--- src/rtl/dqm_pkg.sv ---
`timescale 1ns/1ps
// Package: shared state type, register offsets and ring entry sizes.
package dqm_pkg;
    typedef enum logic [2:0] {
        ST_IDLE, ST_DESC0, ST_DESC1, ST_FETCH, ST_SEND, ST_STATUS
    } eng_state_t;

    localparam logic [3:0] RA_CTRL  = 4'h0;
    localparam logic [3:0] RA_STAT  = 4'h1;
    localparam logic [3:0] RA_DBASE = 4'h2;
    localparam logic [3:0] RA_DCUR  = 4'h3;
    localparam logic [3:0] RA_DLEN  = 4'h4;
    localparam logic [3:0] RA_SBASE = 4'h5;
    localparam logic [3:0] RA_SCUR  = 4'h6;
    localparam logic [3:0] RA_SLEN  = 4'h7;
    localparam logic [3:0] RA_ENQ   = 4'h8;

    localparam int DESC_BYTES = 8;
    localparam int STS_BYTES  = 4;
endpackage

--- src/rtl/dqm_csr.sv ---
`timescale 1ns/1ps
// Module: register file, credit counter and soft-reset sequencing.
// Assumes a single write port; reads are combinational on cfg_addr.
// Ring index 0 is the descriptor ring, index 1 the status ring.
module dqm_csr
    import dqm_pkg::*;
#(
    parameter int ADDR_W   = 32,
    parameter int CREDIT_W = 8
) (
    input  logic                   clk,
    input  logic                   rst_n,
    input  logic                   cfg_we,
    input  logic [3:0]             cfg_addr,
    input  logic [31:0]            cfg_wdata,
    output logic [31:0]            cfg_rdata,
    input  logic                   consume,
    input  logic [1:0][ADDR_W-1:0] ring_cur,
    output logic [1:0][ADDR_W-1:0] ring_base,
    output logic [1:0][ADDR_W-1:0] ring_len,
    output logic [1:0]             cur_ld,
    output logic [1:0][ADDR_W-1:0] cur_ld_val,
    output logic                   active,
    output logic                   credit_nz,
    output logic                   srst
);
    localparam logic [32:0] CMAX = 33'((64'd1 << CREDIT_W) - 64'd1);

    logic                en;
    logic                srst_pend;
    logic [CREDIT_W-1:0] credit;
    logic [CREDIT_W-1:0] credit_nx;
    logic [32:0]         add_w;
    logic [32:0]         sat_w;
    logic                enq_wr;

    assign enq_wr    = cfg_we && (cfg_addr == RA_ENQ);
    assign srst      = srst_pend;
    assign credit_nz = (credit != '0);

    // Credit update: saturating add of the enqueue value, minus one per frame.
    always_comb begin
        add_w     = 33'(credit) + (enq_wr ? {1'b0, cfg_wdata} : 33'd0);
        sat_w     = (add_w > CMAX) ? CMAX : add_w;
        credit_nx = sat_w[CREDIT_W-1:0] - (consume ? CREDIT_W'(1) : CREDIT_W'(0));
    end

    // Pointer load strobes: software write, or reload from base on soft reset.
    always_comb begin
        cur_ld[0]     = srst_pend || (cfg_we && (cfg_addr == RA_DCUR));
        cur_ld[1]     = srst_pend || (cfg_we && (cfg_addr == RA_SCUR));
        cur_ld_val[0] = srst_pend ? ring_base[0] : cfg_wdata[ADDR_W-1:0];
        cur_ld_val[1] = srst_pend ? ring_base[1] : cfg_wdata[ADDR_W-1:0];
    end

    // Register state, with soft reset taking priority over software writes.
    always_ff @(posedge clk) begin
        if (!rst_n) begin
            en        <= 1'b0;
            srst_pend <= 1'b0;
            active    <= 1'b0;
            credit    <= '0;
            ring_base <= '0;
            ring_len  <= '0;
        end else if (srst_pend) begin
            en        <= 1'b0;
            srst_pend <= 1'b0;
            active    <= 1'b0;
            credit    <= '0;
        end else begin
            active <= en;
            credit <= credit_nx;
            if (cfg_we) begin
                case (cfg_addr)
                    RA_CTRL: begin
                        en        <= cfg_wdata[0];
                        srst_pend <= cfg_wdata[1];
                    end
                    RA_DBASE: ring_base[0] <= cfg_wdata[ADDR_W-1:0];
                    RA_DLEN:  ring_len[0]  <= cfg_wdata[ADDR_W-1:0];
                    RA_SBASE: ring_base[1] <= cfg_wdata[ADDR_W-1:0];
                    RA_SLEN:  ring_len[1]  <= cfg_wdata[ADDR_W-1:0];
                    default: ;
                endcase
            end
        end
    end

    // Read mux for the register port.
    always_comb begin
        case (cfg_addr)
            RA_CTRL:  cfg_rdata = {30'd0, srst_pend, en};
            RA_STAT:  cfg_rdata = {31'd0, active};
            RA_DBASE: cfg_rdata = 32'(ring_base[0]);
            RA_DCUR:  cfg_rdata = 32'(ring_cur[0]);
            RA_DLEN:  cfg_rdata = 32'(ring_len[0]);
            RA_SBASE: cfg_rdata = 32'(ring_base[1]);
            RA_SCUR:  cfg_rdata = 32'(ring_cur[1]);
            RA_SLEN:  cfg_rdata = 32'(ring_len[1]);
            RA_ENQ:   cfg_rdata = 32'(credit);
            default:  cfg_rdata = 32'd0;
        endcase
    end

    // the soft-reset request lasts exactly one cycle.
    a_r10_srst_self_clear: assert property (@(posedge clk) disable iff (!rst_n)
        srst_pend |=> !srst_pend);

    // a full credit count is never lowered except by a consumed frame.
    a_r3_no_overflow: assert property (@(posedge clk) disable iff (!rst_n)
        (33'(credit) == CMAX && !consume && !srst_pend) |=> (33'(credit) == CMAX));

    // active follows enable one cycle later.
    a_r2_active_follows: assert property (@(posedge clk) disable iff (!rst_n || srst_pend)
        $rose(en) |=> active);
endmodule

--- src/rtl/dqm_ring_ptr.sv ---
`timescale 1ns/1ps
// Module: current-entry pointer of one ring, advancing by STEP bytes and wrapping.
// Assumes the base and length stay fixed while the ring is in use,
// and that the length is a whole number of entries.
module dqm_ring_ptr #(
    parameter int ADDR_W = 32,
    parameter int STEP   = 8
) (
    input  logic              clk,
    input  logic              rst_n,
    input  logic [ADDR_W-1:0] ring_base,
    input  logic [ADDR_W-1:0] ring_len,
    input  logic              load,
    input  logic [ADDR_W-1:0] load_val,
    input  logic              advance,
    output logic [ADDR_W-1:0] cur
);
    logic [ADDR_W-1:0] ring_end;
    logic [ADDR_W-1:0] step_nx;

    assign ring_end = ring_base + ring_len;
    assign step_nx  = cur + ADDR_W'(STEP);

    // Pointer register: a load wins; otherwise step, wrapping to base at the end.
    always_ff @(posedge clk) begin
        if (!rst_n)       cur <= '0;
        else if (load)    cur <= load_val;
        else if (advance) cur <= (step_nx >= ring_end) ? ring_base : step_nx;
    end

    // a pointer inside its ring stays inside it after an advance.
    a_r9_stay_in_ring: assert property (@(posedge clk) disable iff (!rst_n)
        (advance && !load && cur >= ring_base && cur < ring_end)
        |=> (!$stable(ring_base) || !$stable(ring_len) || (cur >= ring_base && cur < ring_end)));
endmodule

--- src/rtl/dqm_engine.sv ---
`timescale 1ns/1ps
// Module: frame sequencer. It fetches the two descriptor words, streams the
// buffer one word at a time and writes the single completion word.
// Assumes mem_ack pulses once per outstanding request, with read data valid in that cycle.
module dqm_engine
    import dqm_pkg::*;
#(
    parameter int ADDR_W    = 32,
    parameter int LEN_W     = 16,
    parameter int MAX_BYTES = 256
) (
    input  logic              clk,
    input  logic              rst_n,
    input  logic              srst,
    input  logic              active,
    input  logic              credit_nz,
    input  logic [ADDR_W-1:0] d_cur,
    input  logic [ADDR_W-1:0] s_cur,
    output logic              consume,
    output logic              mem_req,
    output logic              mem_we,
    output logic [ADDR_W-1:0] mem_addr,
    output logic [31:0]       mem_wdata,
    input  logic              mem_ack,
    input  logic [31:0]       mem_rdata,
    output logic              tx_valid,
    input  logic              tx_ready,
    output logic [31:0]       tx_data,
    output logic              tx_last
);
    eng_state_t        state;
    logic [ADDR_W-1:0] buf_ptr;
    logic [LEN_W-1:0]  frm_len;
    logic              frm_ok;
    logic [LEN_W:0]    words_left;
    logic [31:0]       hold_word;

    logic [LEN_W-1:0]  dlen;
    logic              d_good;
    logic [LEN_W:0]    d_words;

    assign dlen    = mem_rdata[LEN_W-1:0];
    assign d_good  = mem_rdata[31] && (dlen != '0) && (32'(dlen) <= 32'(MAX_BYTES));
    assign d_words = ({1'b0, dlen} + (LEN_W+1)'(3)) >> 2;

    // Memory port decode from the sequencer state.
    always_comb begin
        mem_req = (state == ST_DESC0) || (state == ST_DESC1) ||
                  (state == ST_FETCH) || (state == ST_STATUS);
        mem_we  = (state == ST_STATUS);
        case (state)
            ST_DESC0:  mem_addr = d_cur;
            ST_DESC1:  mem_addr = d_cur + ADDR_W'(4);
            ST_FETCH:  mem_addr = buf_ptr;
            ST_STATUS: mem_addr = s_cur;
            default:   mem_addr = '0;
        endcase
        mem_wdata = {1'b1, frm_ok, (30-LEN_W)'(0), frm_len};
    end

    assign consume  = (state == ST_STATUS) && mem_ack;
    assign tx_valid = (state == ST_SEND);
    assign tx_data  = hold_word;
    assign tx_last  = tx_valid && (words_left == (LEN_W+1)'(1));

    // Sequencer: idle -> descriptor words -> (fetch/send)* -> status.
    always_ff @(posedge clk) begin
        if (!rst_n || srst) begin
            state      <= ST_IDLE;
            buf_ptr    <= '0;
            frm_len    <= '0;
            frm_ok     <= 1'b0;
            words_left <= '0;
            hold_word  <= '0;
        end else begin
            case (state)
                ST_IDLE:
                    if (active && credit_nz) state <= ST_DESC0;
                ST_DESC0:
                    if (mem_ack) begin
                        buf_ptr <= mem_rdata[ADDR_W-1:0];
                        state   <= ST_DESC1;
                    end
                ST_DESC1:
                    if (mem_ack) begin
                        frm_len    <= dlen;
                        frm_ok     <= d_good;
                        words_left <= d_words;
                        state      <= d_good ? ST_FETCH : ST_STATUS;
                    end
                ST_FETCH:
                    if (mem_ack) begin
                        hold_word <= mem_rdata;
                        state     <= ST_SEND;
                    end
                ST_SEND:
                    if (tx_ready) begin
                        if (words_left == (LEN_W+1)'(1)) begin
                            state <= ST_STATUS;
                        end else begin
                            words_left <= words_left - (LEN_W+1)'(1);
                            buf_ptr    <= buf_ptr + ADDR_W'(4);
                            state      <= ST_FETCH;
                        end
                    end
                ST_STATUS:
                    if (mem_ack) state <= ST_IDLE;
                default: state <= ST_IDLE;
            endcase
        end
    end

    // no request follows an idle cycle without credit.
    a_r4_no_fetch_without_credit: assert property (@(posedge clk) disable iff (!rst_n || srst)
        (state == ST_IDLE && !credit_nz) |=> !mem_req);

    // an unacknowledged request holds its address and direction.
    a_r11_req_hold: assert property (@(posedge clk) disable iff (!rst_n || srst)
        (mem_req && !mem_ack) |=> (mem_req && $stable(mem_addr) && $stable(mem_we) && $stable(mem_wdata)));

    // a stalled beat keeps its data and last marker.
    a_r6_beat_hold: assert property (@(posedge clk) disable iff (!rst_n || srst)
        (tx_valid && !tx_ready) |=> (tx_valid && $stable(tx_data) && $stable(tx_last)));

    // the completion write follows the final accepted beat directly.
    a_r7_status_after_last: assert property (@(posedge clk) disable iff (!rst_n || srst)
        (tx_valid && tx_ready && tx_last) |=> (mem_req && mem_we && mem_wdata[31] && mem_wdata[30]));

    // a rejected descriptor goes straight to an error completion.
    a_r8_bad_desc_status: assert property (@(posedge clk) disable iff (!rst_n || srst)
        (state == ST_DESC1 && mem_ack && !d_good) |=> (mem_we && !mem_wdata[30] && !tx_valid));
endmodule

--- src/rtl/ring_queue_mgr.sv ---
`timescale 1ns/1ps
// Module: top of the descriptor ring queue manager. It joins the register
// file, one pointer per ring (built by generate) and the frame sequencer.
// Assumes a single outstanding memory request and word-aligned addresses.
module ring_queue_mgr
    import dqm_pkg::*;
#(
    parameter int ADDR_W    = 32,
    parameter int CREDIT_W  = 8,
    parameter int LEN_W     = 16,
    parameter int MAX_BYTES = 256
) (
    input  logic              clk,
    input  logic              rst_n,
    input  logic              cfg_we,
    input  logic [3:0]        cfg_addr,
    input  logic [31:0]       cfg_wdata,
    output logic [31:0]       cfg_rdata,
    output logic              mem_req,
    output logic              mem_we,
    output logic [ADDR_W-1:0] mem_addr,
    output logic [31:0]       mem_wdata,
    input  logic              mem_ack,
    input  logic [31:0]       mem_rdata,
    output logic              tx_valid,
    input  logic              tx_ready,
    output logic [31:0]       tx_data,
    output logic              tx_last
);
    localparam int NUM_RINGS = 2;

    logic [NUM_RINGS-1:0][ADDR_W-1:0] ring_base;
    logic [NUM_RINGS-1:0][ADDR_W-1:0] ring_len;
    logic [NUM_RINGS-1:0][ADDR_W-1:0] ring_cur;
    logic [NUM_RINGS-1:0]             cur_ld;
    logic [NUM_RINGS-1:0][ADDR_W-1:0] cur_ld_val;
    logic active, credit_nz, srst, consume;

    dqm_csr #(.ADDR_W(ADDR_W), .CREDIT_W(CREDIT_W)) u_csr (
        .clk(clk), .rst_n(rst_n), .cfg_we(cfg_we), .cfg_addr(cfg_addr),
        .cfg_wdata(cfg_wdata), .cfg_rdata(cfg_rdata), .consume(consume),
        .ring_cur(ring_cur), .ring_base(ring_base), .ring_len(ring_len),
        .cur_ld(cur_ld), .cur_ld_val(cur_ld_val), .active(active),
        .credit_nz(credit_nz), .srst(srst)
    );

    for (genvar g = 0; g < NUM_RINGS; g++) begin : g_ring
        localparam int STEP = (g == 0) ? DESC_BYTES : STS_BYTES;
        dqm_ring_ptr #(.ADDR_W(ADDR_W), .STEP(STEP)) u_ptr (
            .clk(clk), .rst_n(rst_n), .ring_base(ring_base[g]),
            .ring_len(ring_len[g]), .load(cur_ld[g]), .load_val(cur_ld_val[g]),
            .advance(consume), .cur(ring_cur[g])
        );
    end

    dqm_engine #(.ADDR_W(ADDR_W), .LEN_W(LEN_W), .MAX_BYTES(MAX_BYTES)) u_eng (
        .clk(clk), .rst_n(rst_n), .srst(srst), .active(active),
        .credit_nz(credit_nz), .d_cur(ring_cur[0]), .s_cur(ring_cur[1]),
        .consume(consume), .mem_req(mem_req), .mem_we(mem_we),
        .mem_addr(mem_addr), .mem_wdata(mem_wdata), .mem_ack(mem_ack),
        .mem_rdata(mem_rdata), .tx_valid(tx_valid), .tx_ready(tx_ready),
        .tx_data(tx_data), .tx_last(tx_last)
    );

    // nothing moves on either port straight out of reset.
    a_r1_quiet_after_reset: assert property (@(posedge clk)
        !rst_n |=> (!mem_req && !tx_valid));
endmodule

--- config.mk ---
export PLATFORM = sky130hd
export DESIGN_NAME = ring_queue_mgr
export DESIGN_NICKNAME = d
export VERILOG_FILES = /design/src/rtl/dqm_pkg.sv /design/src/rtl/dqm_csr.sv /design/src/rtl/dqm_ring_ptr.sv /design/src/rtl/dqm_engine.sv /design/src/rtl/ring_queue_mgr.sv
export SDC_FILE = /design/constraint.sdc
export NUM_CORES = 1
export LEC_CHECK = 0
export BUFFER_PORTS_ARGS = -buffer_cell sky130_fd_sc_hd__buf_2
export CAP_MARGIN = 10
export CORE_ASPECT_RATIO = 0.75
export CORE_MARGIN = 3
export CORE_UTILIZATION = 35
export CTS_CLUSTER_SIZE = 28
export DETAILED_ROUTE_END_ITERATION = 6
export PLACE_DENSITY_LB_ADDON = 0.05
export SYNTH_ARGS = -nofsm -noshare
export SYNTH_HDL_FRONTEND = slang
export SYNTH_SLANG_ARGS = --single-unit
--- constraint.sdc ---
create_clock -name clk -period 10.1 [get_ports clk]
set_clock_uncertainty 0.1 [all_clocks]
set_input_delay 1.515 -clock clk [delete_from_list [all_inputs] [get_ports clk]]
set_output_delay 1.515 -clock clk [all_outputs]
set_load 0.01 [all_outputs]
# After elaboration in Yosys (flattened, before gate mapping)
# Cells that the tools add are included.
# W data, S select, Z words.
# word_totals
register_bits	304
input_bits	73
out_inout_bits	132
word_cells	120
# classes
add_sub_neg	10
n_lt_le_gt_ge	4
n_eq_ne	21
mux	30
bitwise_logic	4
reduce_logical	35
# op_table
operator	n
$mux W32	12
$pmux W32 S9	1
$pmux W32 S4	1
$add A32 B3 Y32 const B	3
$add A32 B32 Y32	2
$ge A32 B32 Y1	2
$pmux W32 S2	1
$mux W17	3
$pmux W17 S2	1
$add A8 B32 Y33	1
$gt A33 B8 Y1 const B	1
$add A32 B4 Y32 const B	1
$mux W3	8
$pmux W3 S6	1
$add A16 B2 Y17 const B	1
$eq A17 B1 Y1 const B	1
$sub A17 B1 Y17 const B	1
$eq A4 B3 Y1 const B	4
$le A16 B9 Y1 const B	1
$reduce_bool A16 Y1	1
$reduce_and A3 Y1	4
$ne A2 B2 Y1 const B	5
$eq A4 B2 Y1 const B	2
$logic_and A1 B1 Y1	8
other kinds (21)	38

# Depth between registers and ports, before layout
# Gate-level depths: netlist (run 1).
# logic_depth
ltp_word	7
ltp_mapped	22
ltp_nobuf	20

# By module
# Synthesis (run 1) repeated with hierarchy kept, for this count alone.
# hier_totals
hier_cells	3312
area_unflattened_um2	24493.5
# modules_own_cells
mod	n_inst	cells_each	area_each_um2	seq_area_each_um2
dqm_csr	1	1160	8335.5	2782.7
dqm_engine	1	979	6935.4	2021.9
dqm_ring_ptr (g_ring[1].u_ptr)	1	610	4760.8	640.6
dqm_ring_ptr (g_ring[0].u_ptr)	1	563	4461.8	640.6

# Worst setup path before layout (run 1)
# Ideal clock, no wire load.
# synth_timing
kind	input to register
from	input cfg_addr[3]
to	register u_csr.credit[7]
setup_time_ns	0.132
t_arrival_ns	5.556
required_time_ns	9.868
setup_slack_ns	4.312
cell_stages	22
path_buffers	3
path_cell_list	clkbuf_1 -> nor2b_1 -> clkbuf_1 -> and3_1 -> ha_1 -> fa_1 -> a211oi_1 -> o211ai_1 -> nand3_1 -> clkbuf_1 -> nor2_1 -> xor2_1 -> a2111oi_4 -> a41oi_4 -> nor4_1 -> ha_1 -> nand3b_1 -> nor3_1 -> nand2_1 -> nor2_1 -> xnor2_1 -> a21oi_1
# synth_between
elab_chain_cells	7
# synth_rtl
element	line_no	text
start, declared	ring_queue_mgr.sv:16	input logic [3:0] cfg_addr,
$eq A4 B4 Y1 *	dqm_csr.sv:37	assign enq_wr = cfg_we && (cfg_addr == RA_ENQ);
$logic_and A1 B1 Y1 *	dqm_csr.sv:37	
$mux W32 *	dqm_csr.sv:43	add_w = 33'(credit) + (enq_wr ? {1'b0, cfg_wdata} : 33'd0);
$add A8 B32 Y33 *	dqm_csr.sv:43	
$gt A33 B8 Y1	dqm_csr.sv:44	sat_w = (add_w > CMAX) ? CMAX : add_w;
$mux W8 *	dqm_csr.sv:44	
$sub A8 B8 Y8 *	dqm_csr.sv:45	credit_nx = sat_w[CREDIT_W-1:0] - (consume ? CREDIT_W'(1) : CREDIT_W'(0));
end signal, assigned	dqm_csr.sv:72	credit <= credit_nx;
end, declared	dqm_csr.sv:31	logic [CREDIT_W-1:0] credit;
# Mark *: on every way between the ends. The rest lies on a longest branch, timed or not.
# A chain may end at the register's enable or synchronous reset.

# Worst setup path after layout (run 1)
# layout_timing
from	register u_csr.ring_len[0] (netlist name)
to	register g_ring[0].u_ptr.cur[16]
# layout_between
elab_chain_cells	5
# layout_rtl
element	line_no	text
start, declared	dqm_csr.sv:20	output logic [1:0][ADDR_W-1:0] ring_len,
$add A32 B32 Y32	dqm_ring_ptr.sv:21	assign ring_end = ring_base + ring_len;
$ge A32 B32 Y1	dqm_ring_ptr.sv:28	else if (advance) cur <= (step_nx >= ring_end) ? ring_base : step_nx;
$mux W32 (2 in a row)	dqm_ring_ptr.sv:28	
$mux W32	dqm_ring_ptr.sv:27	else if (load) cur <= load_val;
end signal, assigned	dqm_ring_ptr.sv:27	
end signal, assigned	dqm_ring_ptr.sv:28	
end, declared	dqm_ring_ptr.sv:16	output logic [ADDR_W-1:0] cur
# Every way passes these cells. The select of a mux whose other input is x is not followed.

==> results of run 1 <==
==> cell type report <==
cell class | count | share of cell area (%)
inverter | 50 | 0.724
clock buffer | 47 | 4.14
tap | 871 | 4.15
timing repair buffer | 243 | 5.14
clock inverter | 19 | 1.05
antenna | 3 | 0.0286
multi-input combinational | 2610 | 61.6
sequential | 304 | 23.2
==> through the flow <==
step | area, um^2 | utilization (%) | std cells
4_1_cts | 26300 | 40.0 | 4144
3_3_place_gp | 24900 | 37.9 | 4078
2_1_floorplan | 23500 | - | 3234
5_1_grt | 26300 | 40.0 | 4146
6_report | 26300 | 40.0 | 4147
3_5_place_dp | 24900 | 37.9 | 4078
==> critical path, stage by stage (launching register included) <==
cell and delay (ns):
sky130_fd_sc_hd__dfxtp_1 0.33, sky130_fd_sc_hd__ha_1 0.24, sky130_fd_sc_hd__fa_1 0.41, sky130_fd_sc_hd__a21o_1 0.18, sky130_fd_sc_hd__a21oi_1 0.33, sky130_fd_sc_hd__o21ai_0 0.35
sky130_fd_sc_hd__a2111oi_0 1.12, sky130_fd_sc_hd__nor3_1 0.27, sky130_fd_sc_hd__o311ai_0 0.72, sky130_fd_sc_hd__nand2b_1 0.11, sky130_fd_sc_hd__a21oi_1 0.21, sky130_fd_sc_hd__xor2_1 0.18
sky130_fd_sc_hd__ha_1 0.26, sky130_fd_sc_hd__a21o_1 0.16, sky130_fd_sc_hd__a21oi_1 0.13, sky130_fd_sc_hd__o21ai_0 0.11, sky130_fd_sc_hd__a31o_2 0.47, sky130_fd_sc_hd__a21oi_2 0.54
sky130_fd_sc_hd__buf_4 0.41, sky130_fd_sc_hd__mux2_2 0.37, sky130_fd_sc_hd__o221ai_1 0.16
==> kinds of logic (layout without fill, tap and decap cells) <==
kind of cell | count (synthesis) | count (layout) | share of synthesized area (%)
and+or+nand+nor | 1153 | 1153 | 22.4
adders and majority gates | 146 | 146 | 7.90
DFF | 304 | 304 | 26.0
xor gates and xnor gates | 169 | 169 | 6.32
AOI/OAI and AO/OA | 1043 | 1043 | 28.2
buffers and inverters | 320 | 359 | 5.45
muxes | 84 | 84 | 3.70
other | 2 | 18 | 0.0321
==> cells in the final DEF (no fill, tap or decap), drive strengths merged, types with 15 or more instances in the layout <==
cell type / n
o21ai: 233
nor2b: 22
inv: 52
dfxtp: 304
nand2b: 26
ha: 143
nand3: 116
or3: 20
a21o: 60
o211ai: 28
nand2: 592
mux2: 21
clkbuf: 47
a211oi: 25
conb: 15
nor2: 157
xnor2: 90
a22oi: 126
xor2: 79
nor3: 50
o21bai: 26
and2: 19
nor4: 21
o22ai: 22
mux2i: 63
o221ai: 16
o21a: 17
and3: 45
o31ai: 15
nand4: 37
buf: 243
a222oi: 18
a221oi: 17
a21oi: 346
==> state kept, by name, summed over array words and instances, names as in the netlist <==
register,flops
u_eng.tx_data,32
u_csr.en,1
u_csr.credit,8
u_eng.frm_len,16
u_eng.buf_ptr,32
u_eng.state,3
u_csr.ring_base,64
u_csr.srst,1
u_csr.ring_len,64
g_ring.u_ptr.cur,64
u_eng.frm_ok,1
u_csr.active,1
u_eng.words_left,17
==> routing by layer <==
metal  wire (um)  share of wire (%)
met5          23              0.020
met1       53600                 47
met4        2700                2.4
met2       46100                 41
met3       10600                9.3
==> path summary, 6_finish.rpt <==
path	endpoint	slack, ns	depth (start not counted)
worst max register to register	g_ring[0].u_ptr.cur[16]	2.87	20
worst min-delay path	u_eng.tx_data[19]	0.35	2
worst min register to register	u_eng.tx_data[19]	0.35	2
worst max-delay path	g_ring[0].u_ptr.cur[16]	2.87	20
==> where the power goes <==
group / internal [mW] / total [mW] / switching [mW]
sequential: 1.22 / 1.25 / 0.0361
combinational: 0.150 / 0.499 / 0.350
clock: 0.920 / 1.55 / 0.631
==> metrics list, run 1 <==
- Top-area cell type share of the netlist area: 26.0%
* Critical setup path kind: reg2reg
- In the synthesized netlist, the cells that appear most often are sky130_fd_sc_hd__nand2_1 (592), sky130_fd_sc_hd__a21oi_1 (346), sky130_fd_sc_hd__dfxtp_1 (304), sky130_fd_sc_hd__clkbuf_1 (236), sky130_fd_sc_hd__o21ai_0 (232).
- Register bit total from synthesis: 304
- The hold violation count in the final report came to 0.
* Sequential share of the synthesized area: 26.0%
* Via count of the first global-routing pass: 23.5k
* GR peak layer: met1
- Along the worst path, the maximum fanout reaches 28.
- Prior to clock tree synthesis, the placed netlist has a worst setup slack of 3.05 ns.
* Worst flop-to-flop path startpoint: u_csr.ring_len[0]
- Met1 Usage GRT: 46.9%
- Summed over all nets, the half-perimeter wirelength after detailed placement is 82400 um.
- The first global-routing pass estimated 164000 um of wire.
- Entering global routing, the biggest net connects 76 pins.
- Rel. slew slack: 18.7%
- Of the cells placed in the final design, the portion with a size suffix greater than 1 is 11.7%.
- After detailed routing, the average wire length per cell comes to 27.2 um.
- For this design the static power due to leakage is 10.4 nW.
* Main synth FF type: sky130_fd_sc_hd__dfxtp_1
* Area added between synthesis and finish: 12.3%
- Mapped Area: 23400 um^2
- Clock tree from TritonCTS: built
- The number of antenna violations at the first check in global routing is 8.
- In the global route stage, met3 resource usage came out at 5.76%.
- The layout has 6880 filler cells.
- Total number of placement rows: 81
- The tree is rooted in a sky130_fd_sc_hd__clkbuf_16.
* Timing-limited maximum frequency: 138 MHz
* EDFF count, synth: 0
- Resized Gates After CTS: 0
- Setup slack after layout: 2.87 ns
- The largest total area in the synthesized netlist belongs to sky130_fd_sc_hd__dfxtp_1.
* Minimum clock period: 7.23 ns
- Synthesis produced 3221 cells.
- Post-CTS Setup Bufs: 0
* DIE AREA: 70000 um^2
- H-tree Lvls: 2
* Unrepaired setup endpoints after global routing: false
- Across the run, the number of max-cap violations was 0.
- Slew at the pin with the worst max-slew slack: 1.21 ns
* GR Layer Usage met2: 44.0%
- Of the available clock period, the critical path in the final layout requires 71.6%.
- Overall overflow remaining after global route: 0
- Setup_tns: 0 ns
* Drt first pass iters: 7
- For this run, design rule violations remaining after detail routing come to 0.
- The worst-case IR drop observed on VDD is 90.7 uV.
- Data required, critical path: 10.51 ns
- Final GP Congestion: 0.934
- Worst-case clock buffer depth: 3
* Clock transition at path regs: 0.07 ns
* Worst setup EP type: flop
* Die span in y: 230 um
* Num Clock Sinks: 304
- A synthesized cell averages 7.27 um^2.
- Global routing consumed, over all layers together, 30.8% of the routing resources.
* Number of hold-repair buffers added at the cts stage: 0
* Final wirelength: 113000 um
* Total CTS buffers: 39
- For this block, the initial DRC count from the detailed router was 3175.
* Worst Hold Class: reg2reg
* Top-count cell post-synth: sky130_fd_sc_hd__nand2_1
* Outcome: complete, no violations
- After the last flow step, the layout net total stands at 3467.
- The worst setup path is launched from a flop.
- Clock latency of the later-clocked register in the worst-skew pair: 0.59 ns
* Yosys warning total: 0
- Total core area: 65700 um^2
* Remaining number of nets flagged by the antenna check after routing: 0
* Worst EP arrival: 7.65 ns
- Number of vias in the routed layout: 25.5k
- Hold timing on the final database bottoms out at a slack of 0.352 ns.
- In this run the power density over the cells is 126 nW/um^2.
- Setup violations remaining at the end of the flow were counted as 0.
- Die width: 305 um
- Number of vias per cell after detailed routing: 6.16
* Number of library cell types mapped by synthesis: 81
- Worst setup startpoint: u_csr.ring_len[0]
- In the synthesized netlist the async set-or-reset flop fraction comes to 0%.
- The count of pins over their slew limit came to 0.
- Input and output buffers added on the ports amount to 189.
- Combined flip-flop and latch cell area: 6090 um^2
- Footprint of the multi-input gates: 16200 um^2
- In this run the count of I/O pins placed on the die edge is 205.
- Ranked by total cell area, the synthesized netlist is headed by sky130_fd_sc_hd__dfxtp_1 (26%), sky130_fd_sc_hd__nand2_1 (9.5%), sky130_fd_sc_hd__ha_1 (7.6%), sky130_fd_sc_hd__a21oi_1 (7.4%), sky130_fd_sc_hd__o21ai_0 (5.0%).
- In this run the most critical hold path is launched from u_eng.tx_data[19].
- Final total power: 3.31 mW
- The initial utilization of the core area, before any placement, comes to 35.6%.
Note: power is estimated with default switching activity, not from simulation.
==> run 2, diff against run 1 <==
==> constraint.sdc (replaced) <==
create_clock -name clk -period 5.9 [get_ports clk]
set_clock_uncertainty 0.1 [all_clocks]
set_input_delay 0.885 -clock clk [delete_from_list [all_inputs] [get_ports clk]]
set_output_delay 0.885 -clock clk [all_outputs]
set_load 0.01 [all_outputs]
==> metrics list, run 2 (synthesized netlist as in run 1, its figures left out) <==
- Outcome: finished, violations left
* Failing checks: DRC
- Lkg Pwr: 10.8 nW (+3.5%)
- GRT Total Usage: 31.3% (+0.53 points)
* Worst reg2reg setup slack: 0.22 ns (-2.64 ns)
- Worst setup EP type: flop
* Post-CTS Setup Bufs: 0 (unchanged)
- Instance count after placement with tap cells included: 4146 (+1.7%)
- Data required, critical path: 6.30 ns (-4.21 ns)
- The final-layout setup total negative slack is 0 ns (unchanged).
- Overall overflow remaining after global route: 0 (unchanged)
* Post-placement worst setup slack: 0.0470 ns (-3.01 ns)
* Die width: 305 um (unchanged)
- The fill cell total of the finished layout is 6811 (-1.0%).
- Buffers added on ports: 189 (unchanged)
- HPWL after detailed placement: 85700 um (+4.0%)
* Number of antenna violations at the first check in global routing: 15 (+7)
- TritonCTS built the clock tree.
- Worst setup startpoint: u_csr.ring_base[0]
- Remaining design rule violation count: 2 (+2)
* H-tree Lvls: 2 (unchanged)
* Fin. max-slew vios: 0 (unchanged)
* Met3 global-route usage: 8.04% (+2.3 points)
- The peak supply drop is 169 uV (+86%).
- CP endpoint: g_ring[0].u_ptr.cur[16]
* Post-Layout Inst Area: 26900 um^2 (+2.3%)
* GR Layer Usage met2: 43.9% (-0.085 points)
- Worst-case clock buffer depth: 3 (unchanged)
* Slew at the pin with the worst max-slew slack: 1.19 ns (-0.0168 ns)
* Largest fanout on the critical path: 6 (-79%)
- The met1 track demand over resource in global routing is 46.6% (-0.30 points).
- The I/O pin count came to 205 (unchanged).
* Critical setup path kind: reg2reg
- Remaining number of nets flagged by the antenna check after routing: 0 (unchanged)
- The number of rows in the core area was 81 (unchanged).
* Total count of hold-check failures in the final report: 0 (unchanged)
- The number of endpoints failing setup at the final stage was 0 (unchanged).
- The number of standard cells in the final layout excluding fillers is 4222 (+1.8%).
- Ratio of final minimum period to clock period: 96.2% (+25 points)
- The top achievable clock speed was 176 MHz (+27%).
- The post-detailed-route wirelength per cell is 27.2 um (-0.17%).
* Final wirelength: 115000 um (+1.6%)
- The post-layout minimum cycle time was 5.68 ns (-1.56 ns).
* Number of hold-repair buffers added at the cts stage: 0 (unchanged)
- Area added between synthesis and finish: 14.9%
- The overall die height was 230 um (unchanged).
- The weighted congestion reported at the end of routability-driven placement was 0.990 (+5.9%).
- The power per cell area came to 212 nW/um^2 (+69%).
- The proportion of layout cells with a drive suffix above 1 was 13.7% (+2.0 points).
- In this run the critical register-to-register path is launched from u_csr.ring_base[0].
- The worst hold path belongs to the class reg2reg.
* Top library cells by usage in the layout, fill and taps aside: sky130_fd_sc_hd__nand2_1 (591), sky130_fd_sc_hd__a21oi_1 (344), sky130_fd_sc_hd__dfxtp_1 (300), sky130_fd_sc_hd__o21ai_0 (229), sky130_fd_sc_hd__buf_2 (189)
- The number of clock sinks seen by CTS was 304 (unchanged).
- Maximum number of pins on one net before global-route repair: 90 (+18%)
* Critical Path Start Type: flop
- Placed inst area: 25500 um^2 (+2.4%)
- Total core area: 65700 um^2 (unchanged)
- Drt first pass iters: 7 (unchanged)
- Setup slack after layout: 0.222 ns (-2.64 ns)
* Number of vias in the routed layout: 25.9k (+1.3%)
- Worst EP arrival: 6.08 ns (-1.57 ns)
- R2r endpoint: g_ring[0].u_ptr.cur[16]
- Total CTS buffers: 40 (+2.6%)
* Root buffer selected by CTS: sky130_fd_sc_hd__clkbuf_16
- GR peak layer: met1
* Post-Route Utilization: 41.0% (+0.94 points)
* Max-capacitance violation count: 0 (unchanged)
* Via count of the first global-routing pass: 23.9k (+1.7%)
* First-pass GRT wire length: 166000 um (+1.5%)
- The clock-pin slew on the worst setup and hold paths is 0.06 ns (about the same).
- The clock latency on the worst-skew pair is 0.60 ns (about the same).
- The post-cts resize count is 0 (unchanged).
- DIE AREA: 70000 um^2 (unchanged)
* Number of vias per cell after detailed routing: 6.13 (-0.46%)
* Largest regs: g_ring.u_ptr.cur: 64 flops, u_csr.ring_base: 64 flops, u_csr.ring_len: 64 flops
- The number of cells on the worst reg-to-reg path is 23 (+15%).
- Final layout net count: 3536 (+2.0%)
- DR iter-0 viols: 3386 (+6.6%)
* Initial cell density of the core: 35.6% (unchanged)
- Leaving out fill and tap cells, the most frequent cell in the layout is sky130_fd_sc_hd__nand2_1.
* Rel. slew slack: 20.6% (+1.9 points)
[run 2: layout make-up]
type / count / area, um^2 / share of cell area [%]
multi-input combinational: 2610 / 16200 / 60.3
sequential: 304 / 6090 / 22.6
timing repair buffer: 311 / 1940 / 7.20
clock buffer: 51 / 1110 / 4.14
tap: 871 / 1090 / 4.05
clock inverter: 22 / 239 / 0.889
inverter: 50 / 190 / 0.707
antenna: 3 / 7.51 / 0.0279
[run 2: worst min path at each step]
stage / from / endpoint / slack [ns] / cells after the start
floorplan: u_eng.words_left[1] / u_eng.words_left[1] / 0.34 / 2
global placement: u_eng.tx_data[24] / u_eng.tx_data[24] / 0.34 / 2
detailed placement: u_eng.tx_data[15] / u_eng.tx_data[15] / 0.35 / 2
CTS: u_eng.tx_data[25] / u_eng.tx_data[25] / 0.36 / 2
global route: u_eng.tx_data[8] / u_eng.tx_data[8] / 0.37 / 2
finish: u_eng.tx_data[25] / u_eng.tx_data[25] / 0.35 / 2
[run 2: stage by stage]
| step | power [mW] | hold slack [ns] |
|---|---|---|
| 2_1_floorplan | 2.68 | 0.336 |
| 6_report | 5.70 | 0.354 |
| 3_3_place_gp | 3.13 | 0.341 |
| 5_1_grt | 5.86 | 0.369 |
| 3_5_place_dp | 3.14 | 0.347 |
| 4_1_cts | 5.71 | 0.355 |
[run 2: power breakdown]
| group | switching [mW] | internal, mW | leakage (nW) |
|---|---|---|---|
| clock | 1.10 | 1.48 | 0.656 |
| combinational | 0.633 | 0.345 | 7.64 |
| sequential | 0.0611 | 2.09 | 2.46 |
| total | 1.79 | 3.91 | 10.8 |
[run 2: layer usage]
layer	share of wire [%]	vias to the layer above	wire, um
li1	-	11803	-
met1	47	12601	53800
met2	40	1297	45700
met3	10	178	11700
met4	3.1	10	3560
met5	0.060	-	69
[run 2: critical path, stage by stage, from the launching register on]
cell	delay, ns
sky130_fd_sc_hd__dfxtp_1	0.34
sky130_fd_sc_hd__ha_1	0.24
sky130_fd_sc_hd__fa_1	0.42
sky130_fd_sc_hd__a21o_1	0.18
sky130_fd_sc_hd__a21oi_1	0.27
sky130_fd_sc_hd__o21ai_1	0.23
sky130_fd_sc_hd__a2111oi_1	0.52
sky130_fd_sc_hd__buf_4	0.23
sky130_fd_sc_hd__nor3_1	0.10
sky130_fd_sc_hd__buf_4	0.17
sky130_fd_sc_hd__o311ai_0	0.33
sky130_fd_sc_hd__buf_4	0.19
sky130_fd_sc_hd__nand2b_1	0.05
sky130_fd_sc_hd__a21oi_1	0.17
sky130_fd_sc_hd__xor2_1	0.17
sky130_fd_sc_hd__ha_1	0.26
sky130_fd_sc_hd__a21o_1	0.17
sky130_fd_sc_hd__a21oi_1	0.13
sky130_fd_sc_hd__o21ai_0	0.09
sky130_fd_sc_hd__a31o_2	0.34
sky130_fd_sc_hd__a21oi_2	0.15
sky130_fd_sc_hd__buf_4	0.23
sky130_fd_sc_hd__mux2_2	0.35
sky130_fd_sc_hd__o221ai_1	0.17
